[config.mk]
export PLATFORM = sky130hd
export DESIGN_NAME = cfg_port_bridge
export DESIGN_NICKNAME = d
export VERILOG_FILES = /design/src/rtl/cfgb_pkg.sv /design/src/rtl/cfgb_addr_latch.sv /design/src/rtl/cfgb_filter.sv /design/src/rtl/cfgb_resp.sv /design/src/rtl/cfg_port_bridge.sv
export SDC_FILE = /design/constraint.sdc
export NUM_CORES = 1
export LEC_CHECK = 0
export ABC_CLOCK_PERIOD_IN_PS = 3100
export BUFFER_PORTS_ARGS = -buffer_cell sky130_fd_sc_hd__buf_4
export CORE_UTILIZATION = 45
export DETAILED_ROUTE_END_ITERATION = 8
export PLACE_DENSITY = 0.74
export SYNTH_ARGS = -nofsm -noshare
export SYNTH_HDL_FRONTEND = slang
export SYNTH_SLANG_ARGS = --single-unit
export TNS_END_PERCENT = 50
[constraint.sdc]
create_clock -name clk -period 3.1 [get_ports clk]
set_input_delay 0.31 -clock clk [delete_from_list [all_inputs] [get_ports clk]]
set_output_delay 0.31 -clock clk [all_outputs]
set_load 0.01 [all_outputs]
[src/rtl/cfgb_pkg.sv]
package cfgb_pkg;
  localparam int unsigned WORD_W     = 32;
  localparam int unsigned BYTE_W     = 8;
  localparam int unsigned BYTE_LANES = WORD_W / BYTE_W;
  localparam int unsigned LEN_W      = 3;
  localparam int unsigned OFF_W      = 2;
  localparam int unsigned FIELD_W    = 8;
  localparam int unsigned FN_W       = 3;
  localparam int unsigned EN_BIT     = 31;
  localparam int unsigned BUS_LSB    = 16;
  localparam int unsigned DEVFN_LSB  = 8;
  localparam int unsigned REG_LSB    = 0;

  typedef enum logic [1:0] {
    RSP_LATCH = 2'd0,
    RSP_FWD   = 2'd1,
    RSP_ONES  = 2'd2
  } rsp_kind_e;

  typedef struct packed {
    logic present;
    logic powered;
    logic ejected;
    logic hotplug;
    logic fn0_present;
  } dev_sts_t;
endpackage

[src/rtl/cfgb_addr_latch.sv]
module cfgb_addr_latch #(
  parameter int unsigned W = 32
) (
  input  logic         clk,
  input  logic         rst_n,
  input  logic         wr_en,
  input  logic [W-1:0] wr_data,
  output logic [W-1:0] latch_q
);
  logic [W-1:0] latch_d;

  always_comb begin
    latch_d = latch_q;
    if (wr_en) latch_d = wr_data;
  end

  always_ff @(posedge clk or negedge rst_n) begin
    if (!rst_n) latch_q <= '0;
    else        latch_q <= latch_d;
  end
endmodule

[src/rtl/cfgb_filter.sv]
module cfgb_filter
  import cfgb_pkg::*;
#(
  parameter int unsigned CFG_LIMIT = 256
) (
  input  logic [WORD_W-1:0]  latch_q,
  input  logic [OFF_W-1:0]   port_off,
  input  logic [LEN_W-1:0]   req_len,
  input  dev_sts_t           sts,
  output logic [FIELD_W-1:0] bus,
  output logic [FIELD_W-1:0] devfn,
  output logic [FIELD_W-1:0] reg_off,
  output logic [LEN_W-1:0]   fwd_len,
  output logic               allow
);
  localparam int unsigned ROOM_W = FIELD_W + 1;
  localparam logic [ROOM_W-1:0] LIMIT_V = ROOM_W'(CFG_LIMIT);

  logic [ROOM_W-1:0] room;
  logic              in_range;
  logic              hidden;
  logic              unused_hi;

  assign unused_hi = ^latch_q[EN_BIT-1:BUS_LSB+FIELD_W];

  always_comb begin
    bus      = latch_q[BUS_LSB +: FIELD_W];
    devfn    = latch_q[DEVFN_LSB +: FIELD_W];
    reg_off  = latch_q[REG_LSB +: FIELD_W] | FIELD_W'(port_off);
    in_range = {1'b0, reg_off} < LIMIT_V;
    room     = LIMIT_V - {1'b0, reg_off};
    fwd_len  = (room < ROOM_W'(req_len)) ? room[LEN_W-1:0] : req_len;
    hidden   = sts.hotplug && (devfn[FN_W-1:0] != '0) && !sts.fn0_present;
    allow    = latch_q[EN_BIT] && in_range && sts.present && sts.powered
               && !sts.ejected && !hidden;
  end
endmodule

[src/rtl/cfgb_resp.sv]
module cfgb_resp
  import cfgb_pkg::*;
(
  input  logic              clk,
  input  logic              rst_n,
  input  logic              rd_fire,
  input  rsp_kind_e         rd_kind,
  input  logic [WORD_W-1:0] latch_val,
  input  logic [LEN_W-1:0]  rd_len,
  input  logic [WORD_W-1:0] dn_rdata,
  output logic              host_rvalid,
  output logic [WORD_W-1:0] host_rdata
);
  logic              s1_valid_q;
  rsp_kind_e         s1_kind_q;
  logic [LEN_W-1:0]  s1_len_q;
  logic [WORD_W-1:0] s1_latch_q;
  logic [WORD_W-1:0] lane_mask;
  logic [WORD_W-1:0] rdata_d;

  for (genvar b = 0; b < BYTE_LANES; b++) begin : g_lane
    assign lane_mask[b*BYTE_W +: BYTE_W] = {BYTE_W{s1_len_q > LEN_W'(b)}};
  end

  always_comb begin
    rdata_d = host_rdata;
    if (s1_valid_q) begin
      unique case (s1_kind_q)
        RSP_LATCH: rdata_d = s1_latch_q;
        RSP_FWD:   rdata_d = dn_rdata & lane_mask;
        default:   rdata_d = '1;
      endcase
    end
  end

  always_ff @(posedge clk or negedge rst_n) begin
    if (!rst_n) begin
      s1_valid_q <= 1'b0;
      s1_kind_q  <= RSP_ONES;
      s1_len_q   <= '0;
      s1_latch_q <= '0;
    end else begin
      s1_valid_q <= rd_fire;
      if (rd_fire) begin
        s1_kind_q  <= rd_kind;
        s1_len_q   <= rd_len;
        s1_latch_q <= latch_val;
      end
    end
  end

  always_ff @(posedge clk or negedge rst_n) begin
    if (!rst_n) begin
      host_rvalid <= 1'b0;
      host_rdata  <= '0;
    end else begin
      host_rvalid <= s1_valid_q;
      host_rdata  <= rdata_d;
    end
  end
endmodule

[src/rtl/cfg_port_bridge.sv]
module cfg_port_bridge
  import cfgb_pkg::*;
#(
  parameter int unsigned CFG_LIMIT = 256
) (
  input  logic               clk,
  input  logic               rst_n,
  input  logic               host_req,
  input  logic               host_we,
  input  logic               host_sel,
  input  logic [OFF_W-1:0]   host_off,
  input  logic [LEN_W-1:0]   host_len,
  input  logic [WORD_W-1:0]  host_wdata,
  output logic               host_rvalid,
  output logic [WORD_W-1:0]  host_rdata,
  output logic               dn_req,
  output logic               dn_we,
  output logic [FIELD_W-1:0] dn_bus,
  output logic [FIELD_W-1:0] dn_devfn,
  output logic [FIELD_W-1:0] dn_reg,
  output logic [LEN_W-1:0]   dn_len,
  output logic [WORD_W-1:0]  dn_wdata,
  input  logic               dn_present,
  input  logic               dn_powered,
  input  logic               dn_ejected,
  input  logic               dn_hotplug,
  input  logic               dn_fn0_present,
  input  logic [WORD_W-1:0]  dn_rdata
);
  localparam logic [LEN_W-1:0] FULL_LEN = LEN_W'(BYTE_LANES);

  logic [WORD_W-1:0] latch_q;
  logic              latch_wr;
  logic              allow;
  logic              rd_fire;
  rsp_kind_e         rd_kind;
  dev_sts_t          sts;

  always_comb begin
    sts.present     = dn_present;
    sts.powered     = dn_powered;
    sts.ejected     = dn_ejected;
    sts.hotplug     = dn_hotplug;
    sts.fn0_present = dn_fn0_present;
  end

  assign latch_wr = host_req && host_we && !host_sel
                    && (host_len == FULL_LEN) && (host_off == '0);

  cfgb_addr_latch #(.W(WORD_W)) u_latch (
    .clk     (clk),
    .rst_n   (rst_n),
    .wr_en   (latch_wr),
    .wr_data (host_wdata),
    .latch_q (latch_q)
  );

  cfgb_filter #(.CFG_LIMIT(CFG_LIMIT)) u_filter (
    .latch_q  (latch_q),
    .port_off (host_off),
    .req_len  (host_len),
    .sts      (sts),
    .bus      (dn_bus),
    .devfn    (dn_devfn),
    .reg_off  (dn_reg),
    .fwd_len  (dn_len),
    .allow    (allow)
  );

  assign dn_req   = host_req && host_sel && allow;
  assign dn_we    = host_we;
  assign dn_wdata = host_wdata;

  assign rd_fire = host_req && !host_we;

  always_comb begin
    if (!host_sel)  rd_kind = RSP_LATCH;
    else if (allow) rd_kind = RSP_FWD;
    else            rd_kind = RSP_ONES;
  end

  cfgb_resp u_resp (
    .clk         (clk),
    .rst_n       (rst_n),
    .rd_fire     (rd_fire),
    .rd_kind     (rd_kind),
    .latch_val   (latch_q),
    .rd_len      (dn_len),
    .dn_rdata    (dn_rdata),
    .host_rvalid (host_rvalid),
    .host_rdata  (host_rdata)
  );
endmodule

* Word-level counts from Yosys, hierarchy flattened
Cells that the tools add are included.
** Word-level totals
- RAM bits :: 0
- Bits in read-only memories :: 0
- Bits in registers :: 103
- Input port bits :: 79
- Output and inout bits :: 94
- Latch bits :: 0
- Memories :: 0
** Cells by class
- Divide/modulo/power cells :: 0
- Bitwise gates (word level) :: 2
- Muxes and demuxes :: 4
- Shift operators :: 0
- Eq/ne operators :: 2
- Reduce and logical (&&, ||, !) cells :: 21
- Multiply operators :: 0
- Magnitude comparators :: 5
- Add/sub/neg operators :: 1
** Operator list (count)
- $pmux 32 s2 :: 1
- $and 32x32->32 :: 1
- $logic_and 1x1->1 :: 13
- $lt 9x3->1 :: 1
- $sub 9x8->9 const A :: 1
- $or 8x2->8 :: 1
- $gt 3x1->1 const B :: 2
- $gt 3x2->1 const B :: 2
- $logic_not 1->1 :: 5
- $logic_not 2->1 :: 2
- $mux 2 :: 2
- $eq 3x3->1 const B :: 1
- $mux 3 :: 1
- $reduce_bool 3->1 :: 1
- $eq 2x1->1 const B :: 1

* Logic depth before layout (Yosys ltp)
Gate-level depths: netlist (run 1).
- Depth in word-level cells :: 7
- Depth in mapped cells :: 11
- Gate-level depth less buffers :: 10

* By module
Synthesis (run 1) repeated with hierarchy kept, for this count alone.
** Unflattened totals
- Cells, all modules :: 391
- Area total of the unflattened synthesis :: 4961.0 um2
** Modules (own cells, without submodules)
- cfgb_resp :: times used 1, seq. area each 1778.0 um2, area each 2926.6 um2, cells an instance 235
- cfgb_addr_latch :: times used 1, seq. area each 800.8 um2, area each 1345.0 um2, cells an instance 68
- cfgb_filter :: times used 1, seq. area each 0.0 um2, area each 391.6 um2, cells an instance 48
- cfg_port_bridge :: times used 1, seq. area each 0.0 um2, area each 297.8 um2, cells an instance 40

* Least setup slack after synthesis (run 1)
OpenSTA, ideal clock, no wires.
- Path kind :: reg-to-reg
- Start point :: reg u_latch.latch_q[0]
- End point :: reg u_resp.s1_len_q[0]
- Library setup time :: 125 ps
- Arrival time :: 2514 ps
- Buffers on the path :: 1
- Stages on the path, launching flop included :: 12
- Period minus slack after synthesis :: 2639 ps
- Slack :: 461 ps
- Cell sequence :: dfrtp_1 > or2_1 > clkbuf_2 > inv_1 > ha_1 > xnor2_1 > ha_1 > a21oi_1 > o211ai_1 > a221oi_2 > mux2_2 > mux2_2
** On the way
- Cells in the longest elaborated chain, start to end :: 4
** RTL lines
- start: declaration :: RTL line cfgb_addr_latch.sv:8 : output logic [W-1:0] latch_q
- start signal: assignment :: RTL line cfgb_addr_latch.sv:19 : else latch_q <= latch_d;
- $or 8x2->8 * :: RTL line cfgb_filter.sv:29 : reg_off = latch_q[REG_LSB +: FIELD_W] | FIELD_W'(port_off);
- via dn_reg[0] :: RTL line cfg_port_bridge.sv:20 : output logic [FIELD_W-1:0] dn_reg,
- $sub 9x8->9 * :: RTL line cfgb_filter.sv:31 : room = LIMIT_V - {1'b0, reg_off};
- $lt 9x3->1 :: RTL line cfgb_filter.sv:32 : fwd_len = (room < ROOM_W'(req_len)) ? room[LEN_W-1:0] : req_len;
- $mux 3 * :: RTL line cfgb_filter.sv:32
- via dn_len[0] :: RTL line cfg_port_bridge.sv:21 : output logic [LEN_W-1:0] dn_len,
- end signal: assignment :: RTL line cfgb_resp.sv:46 : s1_len_q <= rd_len;
- end: declaration :: RTL line cfgb_resp.sv:16 : logic [LEN_W-1:0] s1_len_q;
Mark *: on every way through the listed nets, which the timed path passes. The rest lies on a longest branch.
A chain may end at the register's enable or synchronous reset.

* Worst setup path after layout (run 1)
- Start point :: reg u_latch.latch_q[0]
- End point :: out dn_len[0]
** On the way
- Cells in the longest elaborated chain, start to end :: 4
** RTL lines (RTL line)
- $or 8x2->8 * :: cfgb_filter.sv:29
- $sub 9x8->9 * :: cfgb_filter.sv:31
- $lt 9x3->1 :: cfgb_filter.sv:32
- $mux 3 * :: cfgb_filter.sv:32
- end: declaration :: cfg_port_bridge.sv:21
Every way passes the cells marked *; elsewhere a longest branch is shown, timed or not.

==> results of run 1 <==
## registers in the layout, indices dropped and copies added (netlist names)
signal,count
u_resp.s1_kind_q,2
u_resp.s1_latch_q,32
u_resp.host_rdata,32
u_latch.latch_q,32
u_resp.s1_valid_q,1
u_resp.s1_len_q,3
u_resp.host_rvalid,1
## cell usage after synthesis (2+ instances only)
cell        n  area share (%)
o21ai_0     2            0.21
inv_1       5            0.40
nand3_1    17             1.8
ha_1        3            0.79
nand2b_1    2            0.26
nand2_1   101             8.0
buf_1       3            0.24
nor3b_1     2            0.32
a31oi_1    17             2.2
a221oi_1   16             3.0
clkbuf_1   26             2.1
dfrtp_1   102              54
a21oi_1    35             3.7
nor2_1     40             3.2
buf_4      55             8.7
mux2_2     36             8.5
## per-stage QoR
step	hold slack [ps]	setup TNS, ps	area (um^2)	power, mW
after floorplan	14.4	0	4750	1.96
after global placement	458	0	5750	2.27
after global routing	171	-222	6080	3.41
final	102	0	6080	3.25
after detailed placement	464	0	5750	2.29
after CTS	143	0	6040	3.27
## power by group through the flow
stage	Combinational, mW	Sequential [mW]	Clock, mW
2_1_floorplan	0.330	1.63	0
4_1_cts	0.636	1.64	1.00
5_1_grt	0.701	1.66	1.05
3_5_place_dp	0.623	1.66	0
3_3_place_gp	0.609	1.66	0
6_report	0.636	1.64	0.974
## critical path: stages (launching register included)
cell and delay (ps):
dfrtp_1 400, or2_4 240, inv_2 70, ha_4 140, xnor2_2 110, ha_1 280
a21oi_2 130, o211ai_1 150, a221oi_2 250, buf_4 180, mux2_4 310, buf_6 120
## final cells by class
| class | count | area (um^2) |
|---|---|---|
| tap | 136 | 170 |
| clock buffer | 11 | 131 |
| multi-input combinational | 284 | 1660 |
| sequential | 103 | 2580 |
| inverter | 6 | 22.5 |
| clock inverter | 5 | 106 |
| fill | 858 | 4190 |
| timing repair buffer | 185 | 1410 |
## metal layers
metal / vias to the layer above / GRT usage, %
met1: 1809 / 31.5
li1: 1786 / -
met2: 148 / 33.0
met5: - / 0
met3: 20 / 4.30
met4: 0 / 6.64
## worst paths after layout
check	to	slack, ps	cells after the start
max	dn_len[0]	50	11
min	u_latch.latch_q[16]	100	1
max reg2reg	u_resp.s1_len_q[0]	460	11
min reg2reg	u_resp.s1_latch_q[14]	490	2
max in group asynchronous	u_resp.host_rdata[28]	2170	2
min in group clk	u_latch.latch_q[11]	200	2
## logic make-up (layout without fill, tap and decap cells)
logic type / count (synthesis) / in the layout
XOR/XNOR: 1 / 1
AO/OA/AOI/OAI: 73 / 73
AND/OR/NAND/NOR: 171 / 171
adder cells (fa/ha/maj): 3 / 3
multiplexers: 36 / 36
buffers and inverters: 91 / 207
flip-flops: 103 / 103
## cell usage in the layout (no fill, tap or decap), types with 2 or more instances in the layout
| master | n |
|---|---|
| a21oi_1 | 34 |
| a221oi_1 | 16 |
| a31oi_1 | 17 |
| buf_4 | 182 |
| buf_6 | 2 |
| bufinv_16 | 3 |
| clkbuf_1 | 2 |
| clkbuf_8 | 9 |
| dfrtp_1 | 101 |
| ha_1 | 2 |
| inv_1 | 4 |
| mux2_2 | 34 |
| mux2_4 | 2 |
| nand2_1 | 101 |
| nand3_1 | 17 |
| nor2_1 | 39 |
| nor3b_1 | 2 |
| o21ai_0 | 2 |
## repair_timing
item / CTS / global route
resized for setup: 7 / 5
endpoints found under the setup margin: 2 / 3
pin swaps: 2 / 3
setup buffers: 2 / 4
==> summary.md, run 1 <==
| Metric | Value |
|---|---|
| Worst EP required | 2790 ps |
| First-pass GRT wire length | 18,800 um |
| Core Area | 10,300 um^2 |
| Main combinational cell family by area after synthesis | simple AND/OR/NAND/NOR gates |
| Compound-Gate Fraction of Synth Area | 9.72% |
| FP Rows | 37 |
| Remaining antenna violation count after routing | 0 |
| Register area share after synthesis | 54.3% |
| Detailed-router iteration count before antenna repair | 5 |
| Antenna violations before repair | 0 |
| Initial core utilization | 46.2% |
| RSZ-0062 raised after global routing | yes |
| Fraction of synthesized area in multiplexers | 8.54% |
| Met2 wire length | 5500 um |
| H-tree depth | 3 |
| PD cells | 534 nW/um^2 |
| Cell Count, Final, Fillers Out | 730 |
| #FFs+latches synth | 103 |
| Port Buffer Count | 172 |
| Congestion Overflow GR | 0 |
| Clock share of power | 30.0% |
| Sw frac | 26.7% |
| Vias in the first global route | 3,673 |
| Post-Synth XOR/XNOR Area | 0.184% |
| Critical setup path kind | reg -> out |
| Die width | 105 um |
| CTS Sinks | 103 |
| Placer Congestion | 0.817 |
| Comb pwr share | 19.6% |
| Max IR drop VDD | 0.263 mV |
| Mean Syn Cell Area | 9.93 um^2 |
| DP HPWL | 8140 um |
| Area grow syn2layout | 28.1% |
| Cell Count Post-Placement | 708 |
| Post-Synth Simple-Gate Area | 14.9% |
| Tcrit/Tclk final | 98.2% |
| WL final | 11,700 um |
| Sequential power share | 50.4% |
| DIE AREA | 11,000 um^2 |
| Slew margin rel. | 30.2% |
| Critical path data arrival time | 2740 ps |
| Critical Path End Type | output port |
| Place WS | 231 ps |
| Slew @ Worst Pin | 1050 ps |
| Max Slew Vio Count | 0 |
| Die height | 105 um |
| Diode count | 0 |
| Post-synthesis async set-or-reset flop share | 100% |
| Worst-path fanout max | 2 |
| Routed wl met3 | 615 um |
| Io pins | 173 |
| Starting DRT DRC Count | 269 |
| Outcome | complete, no violations |
| Routed length per instance | 16.1 um |
| CTS max path bufs | 2 |
| Largest net degree at the start of global routing | 80 |
| Clock skew | 10.6 ps |
| Nets | 671 |
| Distinct cells, synth | 32 |
| Via count | 3,763 |
| CTS tree | done |
| Final setup viols | 0 |
| Hold_buf cts | 0 |
| Critical Path Source Type | register |
| Warnings from Yosys | 0 |
| WL met1 | 5410 um |
| Lkg Pwr | 3.11 nW |
| Top Layer Used | met4 |
| Post-Syn Nets | 560 |
| Cell Int Power | 2.38 mW |
| Root Buffer Master | clkbuf_8 |
| Fmax | 328 MHz |
| Util after Layout | 59.2% |
| Clock Latency Late Sink | 350 ps |
| Layout cell share with drive strength beyond 1 | 41.6% |
| Total track usage | 21.7% |
| Synth Instances | 478 |
| Sw Pwr | 869 uW |
| Number of flops mapped to enable cells by yosys | 0 |
| HP Class | in -> async |
| Mapped Area | 4750 um^2 |
| Vias per std cell | 5.15 |
| CP startpoint | u_latch.latch_q[0] |
| Max-Cap Viols | 0 |
| Clock transition at path regs | 100 ps |
| Synth Area in Adders | 0.791% |
| Residual DRC count | 0 |
| Final worst slack | 54.8 ps |
| Worst flop-to-flop path startpoint | u_latch.latch_q[0] |
| Num CTS Buffers | 9 |
| Min Clock Period, post-route | 3050 ps |
| Ys flop type | dfrtp_1 |
| Hold Fails Final Rpt | 0 |
No activity file was read; power rests on OpenSTA's default activity.
==> run 2: changes to the inputs <==
--- a/config.mk
+++ b/config.mk
@@ -9,6 +9,7 @@
 export BUFFER_PORTS_ARGS = -buffer_cell sky130_fd_sc_hd__buf_4
 export CORE_UTILIZATION = 45
 export DETAILED_ROUTE_END_ITERATION = 8
+export MAX_ROUTING_LAYER = met4
 export PLACE_DENSITY = 0.74
 export SYNTH_ARGS = -nofsm -noshare
 export SYNTH_HDL_FRONTEND = slang
==> summary.md, run 2 (synthesized netlist as in run 1, its figures left out) <==
| Metric | Value |
|---|---|
| Critical setup path kind | reg -> out (unchanged) |
| Hold Fails Final Rpt | 0 (unchanged) |
| Min Clock Period, post-route | 3050 ps (about the same) |
| Hold_buf cts | 0 (unchanged) |
| Layout cell share with drive strength beyond 1 | 41.6% (unchanged) |
| Lkg Pwr | 3.11 nW (unchanged) |
| Worst EP required | 2790 ps (about the same) |
| Nets | 671 (unchanged) |
| WL final | 11,700 um (about the same) |
| Post-Route Setup TNS | 0 ps (unchanged) |
| Vias in the first global route | 3,686 (was 3,673) |
| Critical Path Source Type | register (unchanged) |
| Area grow syn2layout | 28.1% (unchanged) |
| DP HPWL | 8140 um (unchanged) |
| CTS Sinks | 103 (unchanged) |
| Fmax | 328 MHz (about the same) |
| Sw frac | 26.7% (about the same) |
| Via count | 3,765 (was 3,763) |
| Slew margin rel. | 29.4% (was 30.2%) |
| H-tree depth | 3 (unchanged) |
| Worst path slowest cell | dfrtp_1 (unchanged) |
| DIE AREA | 11,000 um^2 (unchanged) |
| CTS tree | done (unchanged) |
| Fin area | 6080 um^2 (unchanged) |
| Antenna violations before repair | 0 (unchanged) |
| Max Slew Vio Count | 0 (unchanged) |
| Max-Cap Viols | 0 (unchanged) |
| Congestion Overflow GR | 0 (unchanged) |
| Total track usage | 22.4% (was 21.7%) |
| Slew @ Worst Pin | 1060 ps (was 1050 ps) |
| Comb pwr share | 19.6% (about the same) |
| PD cells | 534 nW/um^2 (about the same) |
| Largest net degree at the start of global routing | 80 (unchanged) |
| Residual DRC count | 0 (unchanged) |
| Port Buffer Count | 172 (unchanged) |
| Clock share of power | 30.0% (about the same) |
| HP Class | in -> async (unchanged) |
| Clock Latency Late Sink | 350 ps (about the same) |
| Die width | 105 um (unchanged) |
| Max IR drop VDD | 0.265 mV (was 0.263 mV) |
| Worst path max stage delay | 400 ps (about the same) |
| Core Area | 10,300 um^2 (unchanged) |
| Starting DRT DRC Count | 279 (was 269) |
| Top flop regs | u_latch.latch_q x32, u_resp.host_rdata x32, u_resp.s1_latch_q x32 (unchanged) |
| Final setup viols | 0 (unchanged) |
| Clock skew | 8.17 ps (was 10.6 ps) |
| Worst flop-to-flop path startpoint | u_latch.latch_q[0] (unchanged) |
| RSZ-0062 raised after global routing | yes (unchanged) |
| Die height | 105 um (unchanged) |
| Critical path data arrival time | 2740 ps (about the same) |
| CTS max path bufs | 2 (unchanged) |
| Vias per std cell | 5.16 (was 5.15) |
| Tcrit/Tclk final | 98.3% (was 98.2%) |
| Placer Congestion | 0.829 (was 0.817) |
| Diode count | 0 (unchanged) |
| Io pins | 173 (unchanged) |
| Remaining antenna violation count after routing | 0 (unchanged) |
| Critical Path End Type | output port (unchanged) |
| Leading cell type in the layout, fill and taps excluded | buf_4 (unchanged) |
| FP Rows | 37 (unchanged) |
| Outcome | complete, no violations (unchanged) |
| Cell Count, Final, Fillers Out | 730 (unchanged) |
| CP startpoint | u_latch.latch_q[0] (unchanged) |
| Sw Pwr | 868 uW (was 869 uW) |
| Sequential power share | 50.5% (was 50.4%) |
| Worst-path fanout max | 2 (unchanged) |
| Clock transition at path regs | 100 ps (about the same) |
| Routed length per instance | 16.0 um (was 16.1 um) |
| Crit path cell chain | or2_4 -> inv_2 -> ha_4 -> xnor2_2 -> ha_1 -> a21oi_2 -> o211ai_1 -> a221oi_2 -> buf_4 -> mux2_4 -> buf_6 (unchanged) |
| First-pass GRT wire length | 18,800 um (about the same) |
| Root Buffer Master | clkbuf_8 (unchanged) |
| Detailed-router iteration count before antenna repair | 4 (was 5) |
| Initial core utilization | 46.2% (unchanged) |
| Num CTS Buffers | 9 (unchanged) |
| Post-DP Area | 5750 um^2 (unchanged) |
| Most frequent cells in the layout | buf_4 (182), nand2_1 (101), dfrtp_1 (101), nor2_1 (39) (unchanged) |
| Cell Count Post-Placement | 708 (unchanged) |
| Cell Int Power | 2.38 mW (about the same) |
run 2: cell counts in the layout (fill, tap and decap cells not counted):
No cell type changed its count.
run 2: layer usage:
| metal | vias to the layer above | global-route usage (%) | share of wire, % |
|---|---|---|---|
| li1 | 1784 | - | - |
| met1 | 1798 | 31.3 | 46 |
| met2 | 165 | 33.2 | 47 |
| met3 | 18 | 4.30 | 5.7 |
| met4 | 0 | 6.74 | 1.6 |
| met5 | - | - | 0 |
run 2: layout make-up:
class / instances / area, um^2
flip-flops and latches: 103 / 2580
fillers: 858 / 4190
multi-input cells: 284 / 1660
clock inverters: 5 / 106
well taps: 136 / 170
clock buffers: 11 / 131
inverters: 6 / 22.5
repair buffers: 185 / 1410
run 2: worst max-delay path, delay by kind of cell, from the launching register on:
family          cells  cell delay [ps]
xor+xnor            1              120
mux                 1              310
flops               1              400
compound gates      3              530
fa+ha+maj           2              420
simple gates        1              240
buf+inv             3              370
run 2: repair_timing:
item                       4_1_cts  5_1_grt
setup buffers                    2        4
setup endpoints to repair        2        3
pin swaps                        2        3
gates resized for setup          7        5
run 2: worst paths after layout:
kind,endpoint,slack (ps),depth (start not counted)
setup / recovery,dn_len[0],50,11
hold / removal,u_latch.latch_q[16],100,1
setup reg to reg,u_resp.s1_len_q[0],460,11
hold reg to reg,u_resp.s1_latch_q[25],490,2
max in group asynchronous,u_resp.host_rdata[25],2180,2
min in group clk,u_latch.latch_q[16],200,2
run 2: power by group through the flow:
stage / registers [mW] / logic (mW) / clock network [mW]
finish: 1.64 / 0.636 / 0.973
global placement: 1.66 / 0.609 / 0
detailed placement: 1.66 / 0.623 / 0
CTS: 1.64 / 0.636 / 1.00
floorplan: 1.63 / 0.330 / 0
global route: 1.66 / 0.701 / 1.05
run 2: metrics by stage:
step / util [%] / total power [mW] / hold WS [ps] / setup slack, ps
2_1_floorplan: - / 1.96 / 14.4 / 461
5_1_grt: 59.2 / 3.41 / 171 / -96.0
3_5_place_dp: 55.9 / 2.29 / 464 / 231
3_3_place_gp: 55.9 / 2.27 / 458 / 417
6_report: 59.2 / 3.25 / 104 / 53.5
4_1_cts: 58.7 / 3.27 / 143 / 5.20
